$ cat config.mk
export PLATFORM = sky130hd
export DESIGN_NAME = rx_fsync_sel
export DESIGN_NICKNAME = d
export VERILOG_FILES = /design/src/rtl/rfs_pkg.sv /design/src/rtl/rfs_pad_sync.sv /design/src/rtl/rfs_ctrl_watch.sv /design/src/rtl/rfs_fsg_gen.sv /design/src/rtl/rfs_route.sv /design/src/rtl/rx_fsync_sel.sv
export SDC_FILE = /design/constraint.sdc
export NUM_CORES = 1
export LEC_CHECK = 0
export CORE_MARGIN = 8
export CORE_UTILIZATION = 55
export DETAILED_ROUTE_END_ITERATION = 10
export PLACE_DENSITY = 0.83
export REMOVE_ABC_BUFFERS = 1
export SYNTH_ARGS = -nofsm -noshare
export SYNTH_HDL_FRONTEND = slang
export SYNTH_SLANG_ARGS = --single-unit
$ cat constraint.sdc
create_clock -name clk -period 3.4 [get_ports clk]
set_input_delay 1.02 -clock clk [delete_from_list [all_inputs] [get_ports clk]]
set_output_delay 1.02 -clock clk [all_outputs]
set_load 0.02 [all_outputs]
$ cat src/rtl/rfs_pkg.sv
// Shared types for the receive frame-sync selector.
// Assumes: nothing beyond the IEEE 1800-2017 type system.
package rfs_pkg;

    // Where the internal receive frame sync is taken from.
    typedef enum logic [1:0] {
        SRC_PAD = 2'd0,
        SRC_GEN = 2'd1,
        SRC_TX  = 2'd2
    } rfs_src_e;

    // Control bits that have no parameterized width.
    typedef struct packed {
        logic       lpbk;
        logic       fs_mode;
        logic       gen_sync;
        logic       pol;
        logic [1:0] clk_stop;
    } rfs_ctrl_t;

    localparam int CTRL_BITS = 6;

endpackage

$ cat src/rtl/rfs_pad_sync.sv
// Pad synchronizer and rising-edge detector.
// Applies the polarity inversion, then passes the pad through STAGES flops.
// rise_o is high for one cycle when the synchronized level goes 0 -> 1.
// Assumes: STAGES >= 2; the pad is asynchronous to clk.
module rfs_pad_sync #(
    parameter int STAGES = 2
) (
    input  logic clk,
    input  logic rst_n,
    input  logic pad_i,
    input  logic pol_i,
    output logic level_o,
    output logic rise_o
);

    logic [STAGES-1:0] chain_q;
    logic              last_q;

    // Capture the polarity-corrected pad and shift it along the chain.
    generate
        for (genvar g = 0; g < STAGES; g++) begin : g_stage
            if (g == 0) begin : g_first
                always_ff @(posedge clk) begin
                    if (!rst_n) chain_q[0] <= 1'b0;
                    else        chain_q[0] <= pad_i ^ pol_i;
                end
            end else begin : g_next
                always_ff @(posedge clk) begin
                    if (!rst_n) chain_q[g] <= 1'b0;
                    else        chain_q[g] <= chain_q[g-1];
                end
            end
        end
    endgenerate

    // Keep the previous synchronized level for edge detection.
    always_ff @(posedge clk) begin
        if (!rst_n) last_q <= 1'b0;
        else        last_q <= chain_q[STAGES-1];
    end

    // Synchronized level and its rising edge.
    always_comb begin
        level_o = chain_q[STAGES-1];
        rise_o  = chain_q[STAGES-1] & ~last_q;
    end

endmodule

$ cat src/rtl/rfs_ctrl_watch.sv
// Control change detector.
// Registers the packed control vector. chg_o is high in any cycle where
// the live vector differs from the registered copy.
// Assumes: controls are quasi-static, written from a register bank.
module rfs_ctrl_watch #(
    parameter int W = 8
) (
    input  logic         clk,
    input  logic         rst_n,
    input  logic [W-1:0] vec_i,
    output logic         chg_o
);

    logic [W-1:0] vec_q;

    // Keep the previous control vector.
    always_ff @(posedge clk) begin
        if (!rst_n) vec_q <= '0;
        else        vec_q <= vec_i;
    end

    // Flag any difference.
    always_comb chg_o = (vec_i != vec_q);

endmodule

$ cat src/rtl/rfs_fsg_gen.sv
// Frame-sync generator.
// Free-run: fsg_o rises on every (per_i + 1)-th tick and holds until the next tick.
// Slave: fsg_o rises on the first tick after a trigger and falls on the tick after that.
// reload_i clears fsg_o and any pending trigger, and loads the count.
// Assumes: tick_i is a one-cycle strobe.
module rfs_fsg_gen #(
    parameter int PER_W = 8
) (
    input  logic             clk,
    input  logic             rst_n,
    input  logic             tick_i,
    input  logic             slave_i,
    input  logic             trig_i,
    input  logic             reload_i,
    input  logic [PER_W-1:0] per_i,
    output logic             fsg_o
);

    localparam logic [PER_W-1:0] ONE = PER_W'(1);

    logic [PER_W-1:0] cnt_q;
    logic             fsg_q;
    logic             pend_q;

    // Count ticks (free-run) or wait for a trigger (slave), and form FSG.
    always_ff @(posedge clk) begin
        if (!rst_n) begin
            cnt_q  <= '0;
            fsg_q  <= 1'b0;
            pend_q <= 1'b0;
        end else if (reload_i) begin
            cnt_q  <= per_i;
            fsg_q  <= 1'b0;
            pend_q <= 1'b0;
        end else if (slave_i) begin
            cnt_q <= per_i;
            if (tick_i) begin
                fsg_q  <= pend_q | trig_i;
                pend_q <= 1'b0;
            end else if (trig_i) begin
                pend_q <= 1'b1;
            end
        end else begin
            pend_q <= 1'b0;
            if (tick_i) begin
                if (cnt_q == '0) begin
                    fsg_q <= 1'b1;
                    cnt_q <= per_i;
                end else begin
                    fsg_q <= 1'b0;
                    cnt_q <= cnt_q - ONE;
                end
            end
        end
    end

    // Generator output.
    always_comb fsg_o = fsg_q;

endmodule

$ cat src/rtl/rfs_route.sv
// Source and pad-direction decoder.
// Turns the control bits into a source choice, the pad output enable and
// the slave-mode flag. Clock-stop 1xb has the highest priority, then loopback.
// Assumes: pure combinational decode; inputs are register outputs.
module rfs_route
    import rfs_pkg::*;
(
    input  rfs_ctrl_t ctrl_i,
    output rfs_src_e  src_o,
    output logic      oe_o,
    output logic      slave_o
);

    // Decode the control bits by priority.
    always_comb begin
        src_o   = SRC_PAD;
        oe_o    = 1'b0;
        slave_o = 1'b0;
        if (ctrl_i.clk_stop[1]) begin
            src_o = SRC_TX;
        end else if (ctrl_i.lpbk) begin
            src_o = ctrl_i.fs_mode ? SRC_GEN : SRC_TX;
        end else if (ctrl_i.fs_mode) begin
            src_o   = SRC_GEN;
            oe_o    = ~ctrl_i.gen_sync;
            slave_o = ctrl_i.gen_sync;
        end
    end

endmodule

$ cat src/rtl/rx_fsync_sel.sv
// Receive frame-sync selector top.
// Picks the pad, generator or transmit frame sync as the receive frame sync,
// drives the pad direction and value, and raises resync requests in slave mode.
// Assumes: clkg_tick_i is a one-cycle strobe in the clk domain; controls are quasi-static.
module rx_fsync_sel
    import rfs_pkg::*;
#(
    parameter int PER_W       = 8,
    parameter int SYNC_STAGES = 2
) (
    input  logic             clk,
    input  logic             rst_n,
    input  logic             pad_fs_i,
    input  logic             tx_fs_i,
    input  logic             clkg_tick_i,
    input  logic             lpbk_i,
    input  logic             fs_mode_i,
    input  logic             gen_sync_i,
    input  logic             fs_pol_i,
    input  logic [1:0]       clk_stop_i,
    input  logic [PER_W-1:0] frame_per_i,
    output logic             rx_fs_o,
    output logic             pad_fs_o,
    output logic             pad_oe_o,
    output logic             resync_req_o
);

    localparam int CW = CTRL_BITS + PER_W;

    rfs_ctrl_t ctrl;
    rfs_src_e  src;
    logic      oe;
    logic      slave;
    logic      pad_lvl;
    logic      pad_rise;
    logic      chg;
    logic      fsg;

    // Gather the control bits.
    always_comb begin
        ctrl.lpbk     = lpbk_i;
        ctrl.fs_mode  = fs_mode_i;
        ctrl.gen_sync = gen_sync_i;
        ctrl.pol      = fs_pol_i;
        ctrl.clk_stop = clk_stop_i;
    end

    rfs_route u_route (
        .ctrl_i  (ctrl),
        .src_o   (src),
        .oe_o    (oe),
        .slave_o (slave)
    );

    rfs_pad_sync #(.STAGES(SYNC_STAGES)) u_sync (
        .clk     (clk),
        .rst_n   (rst_n),
        .pad_i   (pad_fs_i),
        .pol_i   (fs_pol_i),
        .level_o (pad_lvl),
        .rise_o  (pad_rise)
    );

    rfs_ctrl_watch #(.W(CW)) u_watch (
        .clk   (clk),
        .rst_n (rst_n),
        .vec_i ({ctrl, frame_per_i}),
        .chg_o (chg)
    );

    rfs_fsg_gen #(.PER_W(PER_W)) u_gen (
        .clk      (clk),
        .rst_n    (rst_n),
        .tick_i   (clkg_tick_i),
        .slave_i  (slave),
        .trig_i   (pad_rise),
        .reload_i (chg),
        .per_i    (frame_per_i),
        .fsg_o    (fsg)
    );

    // Select the receive frame sync and drive the pad.
    always_comb begin
        unique case (src)
            SRC_GEN: rx_fs_o = fsg;
            SRC_TX:  rx_fs_o = tx_fs_i;
            default: rx_fs_o = pad_lvl;
        endcase
        pad_oe_o     = oe;
        pad_fs_o     = oe ? (fsg ^ fs_pol_i) : 1'b0;
        resync_req_o = pad_rise & slave;
    end

endmodule

Word-level counts from Yosys, hierarchy flattened. Index checks and enable logic that the tools add are counted.

Add/subtract/negate cells: 1. Equal/unequal tests: 3. Multiplexer cells: 20. Bitwise operators: 9. Reductions and logical operators: 4.

Operators with widths (count): $mux 8 (4); $ne 14x14->1 (1); $mux 1 (12); $logic_not 8->1 (1); $sub 8x1->8 const B (1); $mux 2 (3); $not 1->1 (4); $reduce_or 4->1 (1); $reduce_bool 3->1 (1); $and 1x1->1 (2); $eq 2x1->1 const B (1); $eq 2x2->1 const B (1); $pmux 1 s2 (1); $reduce_or 2->1 (1); $xor 1x1->1 (2); $or 1x1->1 (1).

Register bits: 27. Bits of input ports: 19. Output and inout port bits: 4. Logic and storage cells: 44.

Longest topological paths before layout. Gate-level depths: netlist of run 1.

Depth in word-level cells: 5. Mapped depth: 7. Mapped depth without buffers: 7.

Cells and area by module. A second synthesis of run 1 with hierarchy kept.

Cell total of the unflattened synthesis: 146. Area total of the unflattened synthesis: 1361.3 µm².

Modules (own cells, without submodules): rfs_fsg_gen (times used 1, cells each 75, area each 633.1 µm², sequential area each 200.2 µm²); rfs_ctrl_watch (times used 1, cells each 48, area each 523.0 µm², sequential area each 280.3 µm²); rfs_pad_sync (times used 1, cells each 8, area each 93.8 µm², sequential area each 60.1 µm²); rx_fsync_sel (times used 1, cells each 10, area each 70.1 µm², sequential area each 0.0 µm²); rfs_route (times used 1, cells each 5, area each 41.3 µm², sequential area each 0.0 µm²).

Least setup slack after synthesis of run 1. No wires, ideal clock.

Kind: input -> output. From: input port fs_mode_i. To: output port resync_req_o. Arrival time: 2089 ps. Required time: 2380 ps. Path slack: 291 ps. Stages: 3. Path buffers: 1. Cells stage by stage: clkbuf_1 > nor4bb_1 > and2_1.

Cells in the longest elaborated chain, start to end: 4.

RTL lines: start: declaration (line rx_fsync_sel.sv:17) `input logic fs_mode_i,`; $mux 1 (line rfs_route.sv:23) `end else if (ctrl_i.fs_mode) begin`; $mux 1 (line rfs_route.sv:21) `end else if (ctrl_i.lpbk) begin`; $mux 1 (line rfs_route.sv:19) `if (ctrl_i.clk_stop[1]) begin`; $and 1x1->1 (line rx_fsync_sel.sv:91) `resync_req_o = pad_rise & slave;`; end: declaration (line rx_fsync_sel.sv:25) `output logic resync_req_o`.

Every way passes these cells.

Worst setup path in the final report of run 1.
From: input port clk_stop_i[1]. To: output port pad_oe_o.

Cells in the longest elaborated chain, start to end: 1.

RTL lines: start: declaration (line rx_fsync_sel.sv:20) `input logic [1:0] clk_stop_i,`; $mux 1 (line rfs_route.sv:19); end: declaration (line rx_fsync_sel.sv:24) `output logic pad_oe_o,`.

Every way passes these cells.

==> impl_results.md, run 1 <==
* Root Buffer: clkbuf_4
* Hold path endpoint: u_sync.level_o$_SDFF_PN0_
* DRC at 0
* Main synth FF type: dfxtp_1
* R2r setup slk at 1.24 ns
* CTS clk-pin slew, worst paths at 0.13 ns
* Area grow syn2layout at 25.8%
* Yosys warnings at 0
* Fin crit period at 3.24 ns
* Final cell count without fillers at 206
* Pleak at 0.710 nW
* Hold path start: u_sync.chain_q[0]$_SDFF_PN0_
* Worst Hold Margin at 0.450 ns
* Final setup fails at 0
* Largest net degree at the start of global routing at 15
* GRT Total Usage at 0.144
* Crit-path max FO at 5
* Post-synth top area share at 0.421
* Hold Violations, Final at 0
* Actual slew at the worst max-slew pin at 0.507 ns
* Final period util at 0.953
* Register share of total power at 0.588
* Post-synth EDFFs at 0
* Routed Antenna Nets at 0
* Clk_skew at 0.00321 ns
* CP Capture Type: primary output
* Routed WL at 2.91 mm
* Worst-Skew Late Latency at 0.31 ns
* Vias in the first global route at 1153
* Setup repair bufs after CTS at 0
* Total global routing overflow at 0
* Cells after DPL at 202
* TritonCTS Buffers at 3
* Fmax at 309 MHz
* Max-slew violation count at 0
* FFs w/ async S/R, synth at 0
* PortBufs at 22
* Slew margin rel. at 0.659
* Nets at 200
* Share of cells above drive strength 1 at 0.124
* WP data required at 2.38 ns
* Io pins at 23
* CTS tree: done
* Worst EP arrival at 2.22 ns
* Mapped Area at 0.00128 mm2
* Hold Crit Depth at 1
* Fillers at 170
* Rows at 17
* Routability Congestion at 0.920
* Maximum vdd ir drop at 0.282 mV
* Iter 0 DRT Violations at 54
* Hold WC Path Type: register to register
* R2r startpoint: u_gen.cnt_q[0]$_SDFFE_PN0P_
* Net Sw Frac at 0.252
* Avg Synthesized Cell Area at 8.80 um2
* Power Density at 362 mW/mm2
* Reg2reg end: u_gen.cnt_q[0]$_SDFFE_PN0P_
* Synth top area cells: dfxtp_1 (42%), xor2_1 (9.5%), and2_1 (5.4%)
* DP Wirelength at 2.28 mm
* CP startpoint kind: input port
* DIE WIDTH at 64.3 um
* Die Y at 64.3 um
* Dpl ws at -0.275 ns
* Sequential fraction of the synthesis area at 0.421
* DR vias/cell at 5.61
* Pint at 0.437 mW
* First-pass GRT wire length at 4.96 mm
* Outcome: completed
* Routed WL per cell at 14.1 um
* Clk pwr share at 0.226
* Final worst slack at 0.160 ns
* Initial antenna violation count at 0
* Netlist cell types at 34
* Combinational share of power at 0.185
* NetSw at 0.147 mW
* RSZ-0062 raised after global routing: false
* N_diodes at 0
* Synth area leader: dfxtp_1
* Setup Crit Path Kind: input port to primary output
* Reg2reg path depth at 7
* Core ar. at 0.00221 mm2
* Vias at 1156
* Die ar. at 0.00414 mm2
* Initial Util at 0.581
* CTS sink cnt at 27
* Max-cap viol count at 0
* Max clock buf depth at 2
* DRT Pass-1 Iters at 4
* H-tree depth at 1
* Synthesized flop and latch total at 27
* Post-synthesis cell count at 146
-- critical path, stage by stage --
cell             delay [ns]
clkdlybuf4s50_1        0.49
nor2_1                 0.18
nand2_1                0.08
nor2_1                 0.09
dlygate4sd2_1          0.35
-- cells in the mapped netlist, types with 6 or more instances --
cell	number
o22ai_1	6
nor3_1	8
inv_1	10
nor2_1	9
and2_1	11
dfxtp_1	27
nor4_1	6
xor2_1	14
nand2_1	10
-- metrics by stage --
stage               TNS [ns]  area [um2]  total power [mW]   util
floorplan                  0        1270             0.405      -
global placement      -0.614        1600             0.455  0.723
detailed placement    -0.746        1600             0.459  0.723
CTS                        0        1630             0.588  0.736
global route               0        1620             0.612  0.731
finish                     0        1620             0.584  0.731
-- what timing repair did --
item,in CTS,in global routing
hold buffers,0,0
pin swaps,0,1
resized for setup,6,7
setup endpoints to repair,4,3
cloned,0,0
-- flip-flops by register name (all words and copies together), names as in the netlist --
| signal | flops |
|---|---|
| u_sync.level_o | 1 |
| u_sync.last_q | 1 |
| u_gen.fsg_o | 1 |
| u_gen.pend_q | 1 |
| u_gen.cnt_q | 8 |
| u_watch.vec_q | 14 |
| u_sync.chain_q | 1 |
-- layout make-up --
cell class | count | area [um2] | area share
inverter | 10 | 37.5 | 0.0232
clock buffer | 4 | 26.3 | 0.0163
sequential | 27 | 541 | 0.334
multi-input combinational | 105 | 698 | 0.432
timing repair buffer | 32 | 279 | 0.173
tap | 28 | 35.0 | 0.0217
-- how the worst max path moves through the flow --
stage                        startpoint      endpoint  slack, ns  cells after the start
after global routing             lpbk_i       rx_fs_o       0.08                      6
after floorplan           clk_stop_i[1]  resync_req_o       0.55                      2
final                     clk_stop_i[1]      pad_oe_o       0.16                      5
after CTS                 clk_stop_i[1]  resync_req_o       0.02                      4
after detailed placement  clk_stop_i[1]  resync_req_o      -0.28                      4
after global placement    clk_stop_i[1]  resync_req_o      -0.24                      4
-- power by group through the flow --
| stage | clock network [mW] | logic, mW | registers (mW) |
|---|---|---|---|
| 2_1_floorplan | 0 | 0.0568 | 0.348 |
| 3_3_place_gp | 0 | 0.105 | 0.350 |
| 3_5_place_dp | 0 | 0.108 | 0.351 |
| 4_1_cts | 0.136 | 0.109 | 0.344 |
| 5_1_grt | 0.146 | 0.121 | 0.345 |
| 6_report | 0.132 | 0.108 | 0.344 |
-- cell usage in the layout (no fill, tap or decap), types with 2 or more instances in the layout --
master           instances
dfxtp_1                 27
mux2i_1                  4
ha_1                     2
nor4_1                   6
inv_1                   10
o22ai_1                  6
nand2_1                 10
nor3_1                   8
clkbuf_2                 3
a31oi_1                  3
and2_1                  11
buf_4                   10
nor2b_1                  3
clkdlybuf4s50_1         18
nor2_1                   9
a21oi_1                  4
xor2_1                  14
o21ai_0                  4
clkbuf_4                 3
nand3_1                  3
xnor2_1                  2
-- layer usage --
layer | track usage | vias up | share of wire
met1 | 0.168 | 543 | 0.44
li1 | - | 575 | -
met3 | 0.0261 | 4 | 0.050
met4 | 0.0409 | 0 | 0.0079
met2 | 0.260 | 34 | 0.50
met5 | 0 | - | 0
-- cells by family after synthesis --
| logic type | count (synthesis) | share of synthesized area |
|---|---|---|
| AOI/OAI and AO/OA | 21 | 0.0974 |
| adders and majority gates | 2 | 0.0195 |
| buffers and inverters | 14 | 0.0409 |
| and+or+nand+nor | 62 | 0.281 |
| xor gates and xnor gates | 16 | 0.109 |
| muxes | 4 | 0.0312 |
| DFF | 27 | 0.421 |
Power figures use the tool's default switching activity.
==> inputs of run 2 (changes only) <==
--- a/config.mk
+++ b/config.mk
@@ -6,10 +6,11 @@
 export NUM_CORES = 1
 export LEC_CHECK = 0
 export CORE_MARGIN = 8
-export CORE_UTILIZATION = 55
+export CORE_UTILIZATION = 56
 export DETAILED_ROUTE_END_ITERATION = 10
-export PLACE_DENSITY = 0.83
+export PLACE_DENSITY = 0.84
 export REMOVE_ABC_BUFFERS = 1
 export SYNTH_ARGS = -nofsm -noshare
 export SYNTH_HDL_FRONTEND = slang
+export SYNTH_HIERARCHICAL = 1
 export SYNTH_SLANG_ARGS = --single-unit
==> impl_results.md, run 2 <==
* DRT Pass-1 Iters at 4 (unchanged)
* R2r startpoint: u_watch/vec_q[4]$_SDFF_PN0_
* Area grow syn2layout at 26.5%
* Nets at 204 (+2.0%)
* Mapped Area at 0.00136 mm2 (+5.9%)
* Worst EP arrival at 2.35 ns (+0.13 ns)
* Most frequent cell after synthesis: dfxtp_1
* Yosys warnings at 6 (+6)
* Vias at 1199 (+3.7%)
* Final period util at 0.991 (+0.0377)
* Setup Crit Path Kind: input port to primary output
* FFs w/ async S/R, synth at 0 (unchanged)
* Max-cap viol count at 0 (unchanged)
* Top flop regs: u_watch/vec_q: 14 flops, u_gen/cnt_q: 8 flops
* CTS Hold Buffers Added at 0 (unchanged)
* GRT Total Usage at 0.156 (+0.0120)
* Post-synth top area share at 0.397 (-0.0236)
* DP Area at 0.00169 mm2 (+5.6%)
* CP startpoint kind: input port
* TritonCTS Buffers at 3 (unchanged)
* Max-slew violation count at 0 (unchanged)
* CTS tree: done
* RSZ-0062 raised after global routing: true
* Routability Congestion at 0.907 (-1.5%)
* Worst Hold Margin at 0.477 ns (+0.0276 ns)
* Synth area leader: dfxtp_1
* Max FFs per register at 14 (unchanged)
* WP data required at 2.38 ns (about the same)
* Fmax at 297 MHz (-3.8%)
* Slew margin rel. at 0.622 (-0.0370)
* Max clock buf depth at 2 (unchanged)
* Die ar. at 0.00426 mm2 (+3.0%)
* DIE WIDTH at 65.3 um (+1.5%)
* R2r setup slk at 1.24 ns (about the same)
* Power Density at 344 mW/mm2 (-4.9%)
* Synth top cells by count: dfxtp_1 (27), and2_1 (19), xor2_1 (17)
* Rows at 18 (+1)
* Actual slew at the worst max-slew pin at 0.565 ns (+0.0589 ns)
* Final cell count without fillers at 210 (+1.9%)
* Hold Violations, Final at 0 (unchanged)
* Routed WL at 3.32 mm (+14%)
* DP Wirelength at 2.59 mm (+13%)
* Routed WL per cell at 15.8 um (+12%)
* Hold path start: u_sync/chain_q[0]$_SDFF_PN0_
* Fin util at 0.721 (-0.00960)
* Synth top area cells: dfxtp_1 (40%), xor2_1 (11%), and2_1 (8.7%)
* DRC at 0 (unchanged)
* Routed Antenna Nets at 0 (unchanged)
* Avg Synthesized Cell Area at 9.32 um2 (+5.9%)
* Fin crit period at 3.37 ns (+0.128 ns)
* Total global routing overflow at 0 (unchanged)
* CTS sink cnt at 27 (unchanged)
* Core ar. at 0.00239 mm2 (+7.9%)
* Sequential fraction of the synthesis area at 0.397 (-0.0236)
* Crit-path max FO at 3 (-2)
* Die Y at 65.3 um (+1.5%)
* Design Area, Final at 0.00172 mm2 (+6.5%)
* N_diodes at 0 (unchanged)
* Cells after DPL at 206 (+2.0%)
* Final worst slack at 0.0317 ns (-0.128 ns)
* Largest net degree at the start of global routing at 17 (+2)
* Design Power at 0.592 mW (+1.3%)
* PortBufs at 22 (unchanged)
* H-tree depth at 1 (unchanged)
* Top reg by flops: u_watch/vec_q
* Vias in the first global route at 1203 (+4.3%)
* Pleak at 0.720 nW (+1.5%)
* Critical Path Start: fs_mode_i
* DR vias/cell at 5.71 (+1.7%)
* Leading cell type in the layout, fill and taps excluded: dfxtp_1
* Synthesized flop and latch total at 27 (unchanged)
* Clk_skew at 0.00443 ns (+0.00123 ns)
* CTS clk-pin slew, worst paths at 0.14 ns (about the same)
* Commonest cells after routing, fill and taps aside: dfxtp_1 (27), and2_1 (19), clkdlybuf4s50_1 (18)
* CP Capture Type: primary output
* Dpl ws at -0.467 ns (-0.191 ns)
* Iter 0 DRT Violations at 76 (+41%)
* First-pass GRT wire length at 5.42 mm (+9.3%)
* Netlist cell types at 41 (+21%)
* Worst-Skew Late Latency at 0.32 ns (about the same)
* Setup repair bufs after CTS at 0 (unchanged)
* Initial antenna violation count at 0 (unchanged)
* Post-synthesis cell count at 146 (unchanged)
* Setup TNS at 0 ns (unchanged)
* Initial Util at 0.570 (-0.0107)
* Share of cells above drive strength 1 at 0.144 (+0.0208)
* Final setup fails at 0 (unchanged)
* Outcome: completed
* Hold WC Path Type: register to register
* Post-synth EDFFs at 0 (unchanged)
* Main synth FF type: dfxtp_1
* Root Buffer: clkbuf_4
* Maximum vdd ir drop at 0.272 mV (-3.5%)
* Io pins at 23 (unchanged)
[run 2: changes by cell type after synthesis, sizes merged, moves of 4 or more]
cell / change
o22ai: -6
nor3: -6
and2: +9
nor2: -4
[run 2: power by group]
part	leakage (nW)	switching, mW	internal [mW]
Combinational	0.478	0.0537	0.0591
Clock	0.0177	0.0907	0.0440
Sequential	0.224	0.0119	0.333
Total	0.720	0.156	0.436
[run 2: cells by family (layout without fill, tap and decap cells)]
group,Yosys count,after routing,synth area share
xor gates and xnor gates,17,17,0.109
and+or+nand+nor,64,64,0.293
buffers and inverters,10,44,0.0276
AOI/OAI and AO/OA,23,23,0.129
adders and majority gates,4,4,0.0368
DFF,27,27,0.397
muxes,1,1,0.00735
[run 2: repair_timing]
item | in CTS | in global routing
setup endpoints to repair | 4 | 4
pin swaps | 0 | 3
gates resized for setup | 16 | 4
[run 2: critical path: stages]
cell and delay (ns):
clkdlybuf4s50_1 0.49, inv_1 0.07, a21o_1 0.19, ha_1 0.19, a22oi_2 0.15, o21ai_1 0.09
buf_4 0.16
[run 2: routing by layer]
metal  routed length [um]  vias to the layer above  global-route usage
li1                     -                      587                   -
met3                  203                        4              0.0323
met5                    0                        -                   0
met2                 1700                       43               0.271
met1                 1380                      565               0.183
met4                   39                        0              0.0599
[run 2: area by class of cell]
cell class / count / area, um2
repair buffers: 33 / 293
clock inverters: 1 / 5.00
flip-flops and latches: 27 / 541
clock buffers: 3 / 22.5
well taps: 30 / 37.5
fillers: 190 / 666
inverters: 7 / 26.3
multi-input cells: 109 / 797
[run 2: path summary, 6_finish.rpt]
| path | end | cells after the start |
|---|---|---|
| worst min-delay path | u_sync/level_o$_SDFF_PN0_ | 1 |
| worst max register to register | u_gen/cnt_q[6]$_SDFFE_PN0P_ | 6 |
| worst min register to register | u_sync/level_o$_SDFF_PN0_ | 1 |
| worst max-delay path | rx_fs_o | 7 |
==> inputs of run 3 (changes only) <==
--- a/config.mk
+++ b/config.mk
@@ -8,6 +8,7 @@
 export CORE_MARGIN = 8
 export CORE_UTILIZATION = 56
 export DETAILED_ROUTE_END_ITERATION = 10
+export GPL_ROUTABILITY_DRIVEN = 0
 export PLACE_DENSITY = 0.84
 export REMOVE_ABC_BUFFERS = 1
 export SYNTH_ARGS = -nofsm -noshare
==> impl_results.md, run 3 (same netlist as run 2, synthesis figures left out) <==
* Share of cells above drive strength 1 at 0.139 (-0.00556)
* Area grow syn2layout at 26.0%
* Top flop regs: u_watch/vec_q: 14 flops, u_gen/cnt_q: 8 flops
* Vias at 1158 (-3.4%)
* Post-CTS Resized at 15 (-1)
* PortBufs at 22 (unchanged)
* Largest stage delay on the critical path at 0.50 ns (about the same)
* Register share of total power at 0.585 (+0.003)
* Max-slew violation count at 0 (unchanged)
* Net Sw Frac at 0.258 (-0.00612)
* Max clock buf depth at 2 (unchanged)
* Largest net degree at the start of global routing at 16 (-1)
* Max-cap viol count at 0 (unchanged)
* DIE WIDTH at 65.3 um (unchanged)
* CTS tree: done
* DRT Pass-1 Iters at 4 (unchanged)
* Design Power at 0.588 mW (-0.69%)
* Worst-Skew Late Latency at 0.31 ns (about the same)
* NetSw at 0.152 mW (-3.0%)
* Total global routing overflow at 0 (unchanged)
* Iter 0 DRT Violations at 67 (-12%)
* Slew margin rel. at 0.667 (+0.0452)
* Crit-path max FO at 3 (unchanged)
* Final setup fails at 0 (unchanged)
* Final worst slack at 0.0725 ns (+0.0408 ns)
* Rows at 18 (unchanged)
* N_diodes at 0 (unchanged)
* Hold WC Path Type: register to register
* Final period util at 0.979 (-0.0120)
* Hold Violations, Final at 0 (unchanged)
* GRT Total Usage at 0.149 (-0.00637)
* CTS clk-pin slew, worst paths at 0.14 ns (about the same)
* Io pins at 23 (unchanged)
* Pleak at 0.730 nW (+1.3%)
* Initial Util at 0.570 (unchanged)
* Top reg by flops: u_watch/vec_q
* Root Buffer: clkbuf_4
* RSZ-0062 raised after global routing: true
* H-tree depth at 1 (unchanged)
* Fin crit period at 3.33 ns (-0.0408 ns)
* CTS sink cnt at 27 (unchanged)
* Clk pwr share at 0.227 (about the same)
* Cell Chain, Critical Path: clkdlybuf4s50_1 -> inv_1 -> a21o_1 -> ha_1 -> o21ai_1 -> buf_4
* Combinational share of power at 0.188 (-0.003)
* Routed Antenna Nets at 0 (unchanged)
* Setup Crit Path Kind: input port to primary output
* Vias in the first global route at 1157 (-3.8%)
* First-pass GRT wire length at 5.14 mm (-5.2%)
* Nets at 204 (unchanged)
* Leading cell type in the layout, fill and taps excluded: dfxtp_1
* Setup TNS at 0 ns (unchanged)
* Outcome: completed
* DRC at 0 (unchanged)
* Initial antenna violation count at 0 (unchanged)
* CP startpoint kind: input port
* Core ar. at 0.00239 mm2 (unchanged)
* Fmax at 301 MHz (+1.2%)
* Routed WL per cell at 14.8 um (-6.1%)
* DP Area at 0.00169 mm2 (unchanged)
* CTS Hold Buffers Added at 0 (unchanged)
* Setup repair bufs after CTS at 0 (unchanged)
* Design Area, Final at 0.00172 mm2 (-0.36%)
* Die Y at 65.3 um (unchanged)
* Dpl ws at -0.453 ns (+0.0139 ns)
* CP Capture Type: primary output
* Pint at 0.436 mW (+0.13%)
* Commonest cells after routing, fill and taps aside: dfxtp_1 (27), and2_1 (19), xor2_1 (17), clkdlybuf4s50_1 (17), buf_4 (12)
* CP max-delay cell: clkdlybuf4s50_1
* Actual slew at the worst max-slew pin at 0.498 ns (-0.0677 ns)
* Max FFs per register at 14 (unchanged)
* Power Density at 343 mW/mm2 (-0.33%)
* TritonCTS Buffers at 3 (unchanged)
* Worst EP arrival at 2.31 ns (-0.04 ns)
* Clk_skew at 0.00251 ns (-0.00192 ns)
* Die ar. at 0.00426 mm2 (unchanged)
* DR vias/cell at 5.51 (-3.4%)
* Routed WL at 3.12 mm (-6.1%)
* DP Wirelength at 2.51 mm (-2.9%)
* WP data required at 2.38 ns (about the same)
* Maximum vdd ir drop at 0.238 mV (-13%)
[run 3: changes by cell type in the layout (fill, tap and decap cells not counted), sizes merged]
| cell | before | now |
|---|---|---|
| clkbuf | 3 | 5 |
| clkinv | 1 | 0 |
| dlymetal6s2s | 0 | 1 |
| clkdlybuf4s50 | 18 | 17 |
| clkdlybuf4s15 | 1 | 0 |
[run 3: area by class of cell]
type,count,area [um2]
clock buffer,4,26.3
fill,193,672
inverter,7,26.3
multi-input combinational,109,797
sequential,27,541
tap,30,37.5
timing repair buffer,33,288
[run 3: metal layers]
layer | global-route usage | up-vias | wire length [um]
met1 | 0.168 | 533 | 1360
met2 | 0.268 | 31 | 1560
met4 | 0.0545 | 0 | 44
li1 | - | 588 | -
met5 | 0 | - | 0
met3 | 0.0323 | 6 | 145
[run 3: stage by stage]
stage / util / hold slack [ns] / cells
final: 0.719 / 0.462 / 210
after CTS: 0.716 / 0.470 / 210
after detailed placement: 0.708 / 0.428 / 206
after global placement: 0.708 / 0.422 / 206
after floorplan: - / 0.412 / 143
after global routing: 0.719 / 0.488 / 210
[run 3: power by group through the flow]
stage	Clock (mW)	Combinational [mW]	Sequential, mW
2_1_floorplan	0	0.0538	0.348
3_3_place_gp	0	0.105	0.350
3_5_place_dp	0	0.109	0.351
4_1_cts	0.139	0.109	0.344
5_1_grt	0.158	0.121	0.346
6_report	0.133	0.110	0.344
[run 3: critical path: cells and delay by family]
| kind | cells | cell delay (ns) |
|---|---|---|
| compound gates | 2 | 0.29 |
| fa+ha+maj | 1 | 0.28 |
| buf+inv | 3 | 0.71 |
[run 3: path summary, 6_finish.rpt]
path	to	depth (start not counted)	slack, ns	start
worst min register to register	u_sync/level_o$_SDFF_PN0_	1	0.46	u_sync/chain_q[0]$_SDFF_PN0_
worst max register to register	u_gen/cnt_q[6]$_SDFFE_PN0P_	6	1.35	u_watch/vec_q[3]$_SDFF_PN0_
worst min-delay path	u_sync/level_o$_SDFF_PN0_	1	0.46	u_sync/chain_q[0]$_SDFF_PN0_
worst max-delay path	rx_fs_o	6	0.07	fs_mode_i
